`config.mk`:
```
export PLATFORM = sky130hd
export DESIGN_NAME = cplx_conv_engine
export DESIGN_NICKNAME = d
export VERILOG_FILES = /design/src/rtl/cmac_pkg.sv /design/src/rtl/cmac_ctrl.sv /design/src/rtl/cmac_pixmem.sv /design/src/rtl/cmac_coef_rom.sv /design/src/rtl/cmac_mac.sv /design/src/rtl/cplx_conv_engine.sv
export SDC_FILE = /design/constraint.sdc
export NUM_CORES = 2
export LEC_CHECK = 0
export ABC_AREA = 1
export BUFFER_PORTS_ARGS = -buffer_cell sky130_fd_sc_hd__clkbuf_2
export CORE_MARGIN = 2
export CORE_UTILIZATION = 45
export DETAILED_ROUTE_END_ITERATION = 16
export PLACE_DENSITY = 0.62
export REMOVE_ABC_BUFFERS = 1
export SKIP_CTS_REPAIR_TIMING = 1
export SLEW_MARGIN = 20
export SYNTH_ARGS = -nofsm -noshare
export SYNTH_HDL_FRONTEND = slang
export SYNTH_SLANG_ARGS = --single-unit
```
`constraint.sdc`:
```
create_clock -name clk -period 6.76 [get_ports clk]
set_clock_uncertainty 0.05 [all_clocks]
set_input_delay 1.014 -clock clk [delete_from_list [all_inputs] [get_ports clk]]
set_output_delay 1.014 -clock clk [all_outputs]
set_load 0.01 [all_outputs]
```
`src/rtl/cmac_pkg.sv`:
```
// Package cmac_pkg
// Shared constants and the coefficient formulas for the serial complex
// convolution engine. Assumes coefficient widths of at most 31 bits.
package cmac_pkg;

    localparam int DEF_PIX_W  = 8;
    localparam int DEF_COEF_W = 12;
    localparam int DEF_TAPS   = 111;

    // Real coefficient of tap k, reduced to the low coef_w bits.
    function automatic int coef_re_raw(input int k, input int coef_w);
        return (k * 173 + 29) % (1 << coef_w);
    endfunction

    // Imaginary coefficient of tap k, reduced to the low coef_w bits.
    function automatic int coef_im_raw(input int k, input int coef_w);
        return (k * 91 + 1000) % (1 << coef_w);
    endfunction

endpackage

```
`src/rtl/cmac_ctrl.sv`:
```
// Module cmac_ctrl
// Sequencer. It detects the rising edge of start and then steps through
// 2*TAPS product slots. The tap index goes to both memories at once, and
// the low step bit chooses real or imaginary. Assumes start stays high for
// the whole run; a low start at any edge cancels the run.
module cmac_ctrl #(
    parameter int TAPS   = 111,
    parameter int ADDR_W = 7,
    parameter int STEP_W = 8
) (
    input  logic              clk,
    input  logic              rst_n,
    input  logic              start,
    output logic              clr,
    output logic              valid,
    output logic              last,
    output logic              sel_im,
    output logic [ADDR_W-1:0] tap
);
    localparam int LAST_STEP = 2 * TAPS - 1;

    logic              start_q;
    logic              busy;
    logic [STEP_W-1:0] step;

    assign clr    = start & ~start_q;
    assign valid  = busy & start;
    assign last   = (step == STEP_W'(LAST_STEP));
    assign sel_im = step[0];
    assign tap    = ADDR_W'(step >> 1);

    // Track start history and advance the product step while running.
    always_ff @(posedge clk) begin
        if (!rst_n) begin
            start_q <= 1'b0;
            busy    <= 1'b0;
            step    <= '0;
        end else begin
            start_q <= start;
            if (!start) begin
                busy <= 1'b0;
                step <= '0;
            end else if (clr) begin
                busy <= 1'b1;
                step <= '0;
            end else if (busy) begin
                if (last) begin
                    busy <= 1'b0;
                end else begin
                    step <= step + 1'b1;
                end
            end
        end
    end

endmodule

```
`src/rtl/cmac_pixmem.sv`:
```
// Module cmac_pixmem
// Pixel store with one entry per tap. It has a synchronous write port and
// a combinational read. Writes at or above DEPTH are dropped. The array
// itself is not reset.
module cmac_pixmem #(
    parameter int DEPTH  = 111,
    parameter int ADDR_W = 7,
    parameter int PIX_W  = 8
) (
    input  logic              clk,
    input  logic              we,
    input  logic [ADDR_W-1:0] waddr,
    input  logic [PIX_W-1:0]  wdata,
    input  logic [ADDR_W-1:0] raddr,
    output logic [PIX_W-1:0]  rdata
);
    logic [PIX_W-1:0] mem [DEPTH];
    logic             in_range;

    assign in_range = ({1'b0, waddr} < (ADDR_W + 1)'(DEPTH));
    assign rdata    = mem[raddr];

    // Store a pixel when the write is enabled and in range.
    always_ff @(posedge clk) begin
        if (we && in_range) begin
            mem[waddr] <= wdata;
        end
    end

endmodule

```
`src/rtl/cmac_coef_rom.sv`:
```
// Module cmac_coef_rom
// Constant complex coefficient table, one entry per tap. It is built
// by a generate loop from the package formulas. It returns the real or
// imaginary part, chosen by sel_im. Assumes addr < TAPS.
module cmac_coef_rom #(
    parameter int TAPS   = 111,
    parameter int ADDR_W = 7,
    parameter int COEF_W = 12
) (
    input  logic              [ADDR_W-1:0] addr,
    input  logic                           sel_im,
    output logic signed       [COEF_W-1:0] coef
);
    logic [COEF_W-1:0] tab_re [TAPS];
    logic [COEF_W-1:0] tab_im [TAPS];

    for (genvar g = 0; g < TAPS; g++) begin : g_tap
        assign tab_re[g] = COEF_W'(cmac_pkg::coef_re_raw(g, COEF_W));
        assign tab_im[g] = COEF_W'(cmac_pkg::coef_im_raw(g, COEF_W));
    end

    // Select the requested part of the addressed coefficient.
    always_comb begin
        coef = sel_im ? $signed(tab_im[addr]) : $signed(tab_re[addr]);
    end

endmodule

```
`src/rtl/cmac_mac.sv`:
```
// Module cmac_mac
// The single shared multiplier and adder. Each valid cycle adds one
// product to the real or the imaginary sum. On the last step it
// registers both finished sums and pulses done. Assumes clr and valid
// are never high together.
module cmac_mac #(
    parameter int PIX_W  = 8,
    parameter int COEF_W = 12,
    parameter int ACC_W  = 28
) (
    input  logic                    clk,
    input  logic                    rst_n,
    input  logic                    clr,
    input  logic                    valid,
    input  logic                    last,
    input  logic                    sel_im,
    input  logic        [PIX_W-1:0] pix,
    input  logic signed [COEF_W-1:0] coef,
    output logic                    done,
    output logic signed [ACC_W-1:0] res_re,
    output logic signed [ACC_W-1:0] res_im
);
    localparam int PRD_W = PIX_W + 1 + COEF_W;

    logic signed [PRD_W-1:0] prod;
    logic signed [ACC_W-1:0] prod_ext;
    logic signed [ACC_W-1:0] acc_re, acc_im;
    logic signed [ACC_W-1:0] sum_re, sum_im;

    assign prod     = $signed({1'b0, pix}) * coef;
    assign prod_ext = {{(ACC_W - PRD_W){prod[PRD_W-1]}}, prod};
    assign sum_re   = acc_re + prod_ext;
    assign sum_im   = acc_im + prod_ext;

    // Clear on a new run, then add one product per valid cycle.
    always_ff @(posedge clk) begin
        if (!rst_n || clr) begin
            acc_re <= '0;
            acc_im <= '0;
        end else if (valid) begin
            if (sel_im) begin
                acc_im <= sum_im;
            end else begin
                acc_re <= sum_re;
            end
        end
    end

    // Capture the finished sums and raise done for one cycle.
    always_ff @(posedge clk) begin
        if (!rst_n) begin
            done   <= 1'b0;
            res_re <= '0;
            res_im <= '0;
        end else begin
            done <= valid & last;
            if (valid && last) begin
                res_re <= sel_im ? acc_re : sum_re;
                res_im <= sel_im ? sum_im : acc_im;
            end
        end
    end

endmodule

```
`src/rtl/cplx_conv_engine.sv`:
```
// Module cplx_conv_engine
// Top of the serial complex convolution engine. With start low it loads
// pixels. A rising start runs 2*TAPS products through one multiplier and
// ends with a done pulse. Assumes start is held high for the whole run.
module cplx_conv_engine #(
    parameter int PIX_W  = cmac_pkg::DEF_PIX_W,
    parameter int COEF_W = cmac_pkg::DEF_COEF_W,
    parameter int TAPS   = cmac_pkg::DEF_TAPS,
    parameter int ADDR_W = $clog2(TAPS),
    parameter int ACC_W  = PIX_W + COEF_W + $clog2(TAPS) + 1
) (
    input  logic                    clk,
    input  logic                    rst_n,
    input  logic                    start,
    input  logic                    wr_en,
    input  logic [ADDR_W-1:0]       wr_addr,
    input  logic [PIX_W-1:0]        wr_data,
    output logic                    done,
    output logic signed [ACC_W-1:0] res_re,
    output logic signed [ACC_W-1:0] res_im
);
    localparam int STEP_W = ADDR_W + 1;

    logic                     clr, valid, last, sel_im;
    logic [ADDR_W-1:0]        tap;
    logic [PIX_W-1:0]         pix;
    logic signed [COEF_W-1:0] coef;
    logic                     load_we;

    assign load_we = wr_en & ~start;

    cmac_ctrl #(.TAPS(TAPS), .ADDR_W(ADDR_W), .STEP_W(STEP_W)) i_ctrl (
        .clk(clk), .rst_n(rst_n), .start(start), .clr(clr), .valid(valid),
        .last(last), .sel_im(sel_im), .tap(tap)
    );

    cmac_pixmem #(.DEPTH(TAPS), .ADDR_W(ADDR_W), .PIX_W(PIX_W)) i_pixmem (
        .clk(clk), .we(load_we), .waddr(wr_addr), .wdata(wr_data),
        .raddr(tap), .rdata(pix)
    );

    cmac_coef_rom #(.TAPS(TAPS), .ADDR_W(ADDR_W), .COEF_W(COEF_W)) i_rom (
        .addr(tap), .sel_im(sel_im), .coef(coef)
    );

    cmac_mac #(.PIX_W(PIX_W), .COEF_W(COEF_W), .ACC_W(ACC_W)) i_mac (
        .clk(clk), .rst_n(rst_n), .clr(clr), .valid(valid), .last(last),
        .sel_im(sel_im), .pix(pix), .coef(coef), .done(done),
        .res_re(res_re), .res_im(res_im)
    );

endmodule

```
==> results summary <==
The run finished, with violations left. The final reports fail on setup timing. The later-pin clock latency in the skew report is between 700 and 800 ps. The remaining number of nets flagged by the antenna check after routing came out at 0. The leakage power is between 20 and 30 nW. The initial core utilization is 0.454. The max capacitance violation total came out at 0.

By area the synthesized netlist is led by edfxtp_1, nand2_1, nor2_1, dfxtp_1, o21ai_0. The final wirelength is between 150 and 200 mm. The number of distinct library cell variants in the gate-level netlist after synthesis came out at around 50. The final hold violation count came to 0.

The max-slew violation count came out at 0. The HPWL after detailed placement came out at a little under 100 mm. The number of placed I/O pins is 76. The worst path setup slack after routing is -715 ps. The remaining max-slew budget at the tightest pin came out at 0.181. The sequential cells in the finished layout cover a total of slightly below 30000 sq um.

The height of the die is 338 um. The region available for standard cell placement spans between 100000 and 150000 sq um. For the pin with the worst max-slew slack, the measured transition is about 1200 ps. The floorplan has 122 rows. The minimum clock period is about 7500 ps.

The number of CTS-inserted buffers came out at 104. Timing analysis after detailed placement gives a worst setup slack of -965 ps. The ratio of final minimum period to clock period is 1.11. The largest fanout on the critical path is 6. The total power after layout is 13.5 mW. The layout-stage area growth over the synthesis result came out at 29.4%.

The final layout contains about 6000 nets. The number of DRC markers in iteration 0 is 4514. After synthesis the netlist holds a flip-flop and latch count of between 1000 and 1500. The total routing usage reported by global routing came out at 0.256. Using the TritonRoute via totals, the vias-per-cell ratio works out to about 5.6. The endpoint arrival time on the critical path is ~8000 ps. The quantity of I/O buffers inserted on ports came out at 75. By count the netlist is led by nand2_1, edfxtp_1, nor2_1. STA classifies the critical path startpoint as a register. The total area of multi-input combinational cells came out at about 21000 sq um.

The count of clock tree sinks came out at 1018. The post-detailed-route DRC marker count came out at 0. The post-route core utilization came out at 0.587. The number of buffers and inverters on the critical path is 13. CTS placed an instance of clkbuf_16 at the clock tree root. The number of instances in the synthesized netlist came out at slightly above 5000. The combined area of all synthesized cells is approximately 50000 sq um.

The number of warning messages in the yosys log came out at 0. The clock tree from TritonCTS is done. The wire length per cell is roughly 22 um.

Timing would allow up to ~0.13 GHz. The kind of cell with the highest combined delay on the critical path is adder cells. The longest clock path from root to sink contains 3 buffers.

The area of placed instances came out at 56100 sq um. The total negative slack for setup checks is -29160 ps. The first detailed-routing pass took 6 iterations.

nand2_1 is the most common cell in the netlist. The filler cells instantiated in the layout total 9039. The type of the most critical hold path is reg -> reg. The maximum number of pins on one net before global-route repair is between 90 and 100.

The vias after detailed routing came out at between 40000 and 50000. The post-synthesis sequential area ratio came out at 0.583. For this run, the slowest stage of the critical path takes approximately 560 ps. The endpoint required time on the critical path is 7310 ps. By startpoint and endpoint, the worst setup path is classified as reg -> reg. The endpoint kind of the worst setup timing path is a register.

The fraction of final layout cells sized beyond drive strength 1 is 0.268. The power per cell area is 208 nW/um^2. The most numerous cell on the critical path is nand2_1. The per-instance average area after synthesis is about 9.8 sq um.

The global-route wire length before repair is 225 mm. After routing the design area is 65000 sq um. The largest individual stage delay along the critical path comes from the cell fa_1. The number of enable flip-flop cells after synthesis is 888.

In the synthesized netlist the dominant register cell turns out to be edfxtp_1. The die width is roughly 340 um. Clock-pin slew was measured on the worst setup and hold paths at about 60 ps. The library cell occupying the most area in the post-synthesis netlist is edfxtp_1. The placer's final routability congestion estimate came out at 0.932. Across the VDD grid, the largest voltage drop is 219 uV. The share of synthesized area in the top cell type comes to 0.531.

The area of the die is 114000 sq um. Setup violations remaining at the end of the flow were counted as 72. The share of synthesized flip-flops with an asynchronous set or reset is 0. Setup repair after global routing could not meet its margin everywhere.

The level count of the clock H-tree came out at 3. The number of global-route vias before repair came out at 38000. The total overflow left after global routing is 0. The number of antenna violations at the first check in global routing is 5.
## logic make-up after synthesis
logic type / share of synthesized area
buffers and inverters: 0.0588
DFF: 0.583
xor gates and xnor gates: 0.00558
AOI/OAI and AO/OA: 0.111
and+or+nand+nor: 0.181
adders and majority gates: 0.0598
muxes: 0.000997
## cells in the final DEF, fill, tap and decap left out, types with 13 or more instances in the layout
cell and count:
a21oi_2 38, inv_2 59, nor2_1 686, xor2_1 17, o21ai_2 28, o21ai_1 111
ha_1 54, inv_1 334, nor2_2 44, o211ai_1 35, o22ai_1 187, nand4_1 35
clkinv_2 17, nand2_2 108, a21oi_1 90, clkbuf_2 67, nand3_2 103, o21ai_0 411
edfxtp_1 888, a21oi_4 13, dfxtp_1 123, clkinv_1 30, nand3_4 34, fa_1 73
clkbuf_16 137, nand2_4 32, nor2_4 27, buf_6 68, nand3_1 289, buf_12 67
nand2_1 777, a31oi_1 21, clkbuf_1 23, ha_4 55, buf_4 540
## final timing paths
check	cells past startpoint	endpoint	from	slack, ps
setup / recovery	46	i_mac.acc_re[27]	register	-710
hold / removal	1	i_ctrl.busy	i_ctrl.start_q	390
setup reg to reg	46	i_mac.acc_re[27]	register	-710
hold reg to reg	1	i_ctrl.busy	i_ctrl.start_q	390
## cell type report
type,count,area share
multi-input cells,3419,0.326
clock buffers,130,0.0420
diodes,2,0.0000770
flip-flops and latches,1018,0.451
repair inverters,3,0.000886
well taps,1488,0.0286
clock inverters,60,0.00757
inverters,401,0.0240
repair buffers,798,0.120
## report_power, final
part,leakage [nW],switching (mW),internal [mW]
Sequential,9.03,0.0150,6.84
Combinational,15.1,0.679,0.465
Clock,1.56,2.49,2.99
## metal layers
metal,wire [um],part of all wire,track usage
met4,5610,0.035,0.0711
met5,37,0.00023,0
met1,66000,0.41,0.353
met3,12100,0.075,0.0342
met2,76600,0.48,0.424
## state kept, by name, indices dropped and copies added (netlist names), named ones only
name            cells
i_pixmem.mem      888
i_mac.acc_im       28
i_mac.acc_re       28
i_mac.res_im       28
i_mac.res_re       28
i_ctrl.step         8
i_ctrl.busy         1
i_ctrl.start_q      1
i_mac.done          1
## stage by stage
stage / hold slack (ps) / std cells
5_1_grt: 407 / 7317
4_1_cts: 391 / 7166
3_3_place_gp: 368 / 6976
3_5_place_dp: 383 / 6976
2_1_floorplan: 362 / 4838
6_report: 389 / 7319
No activity file was read; power rests on OpenSTA's default activity.
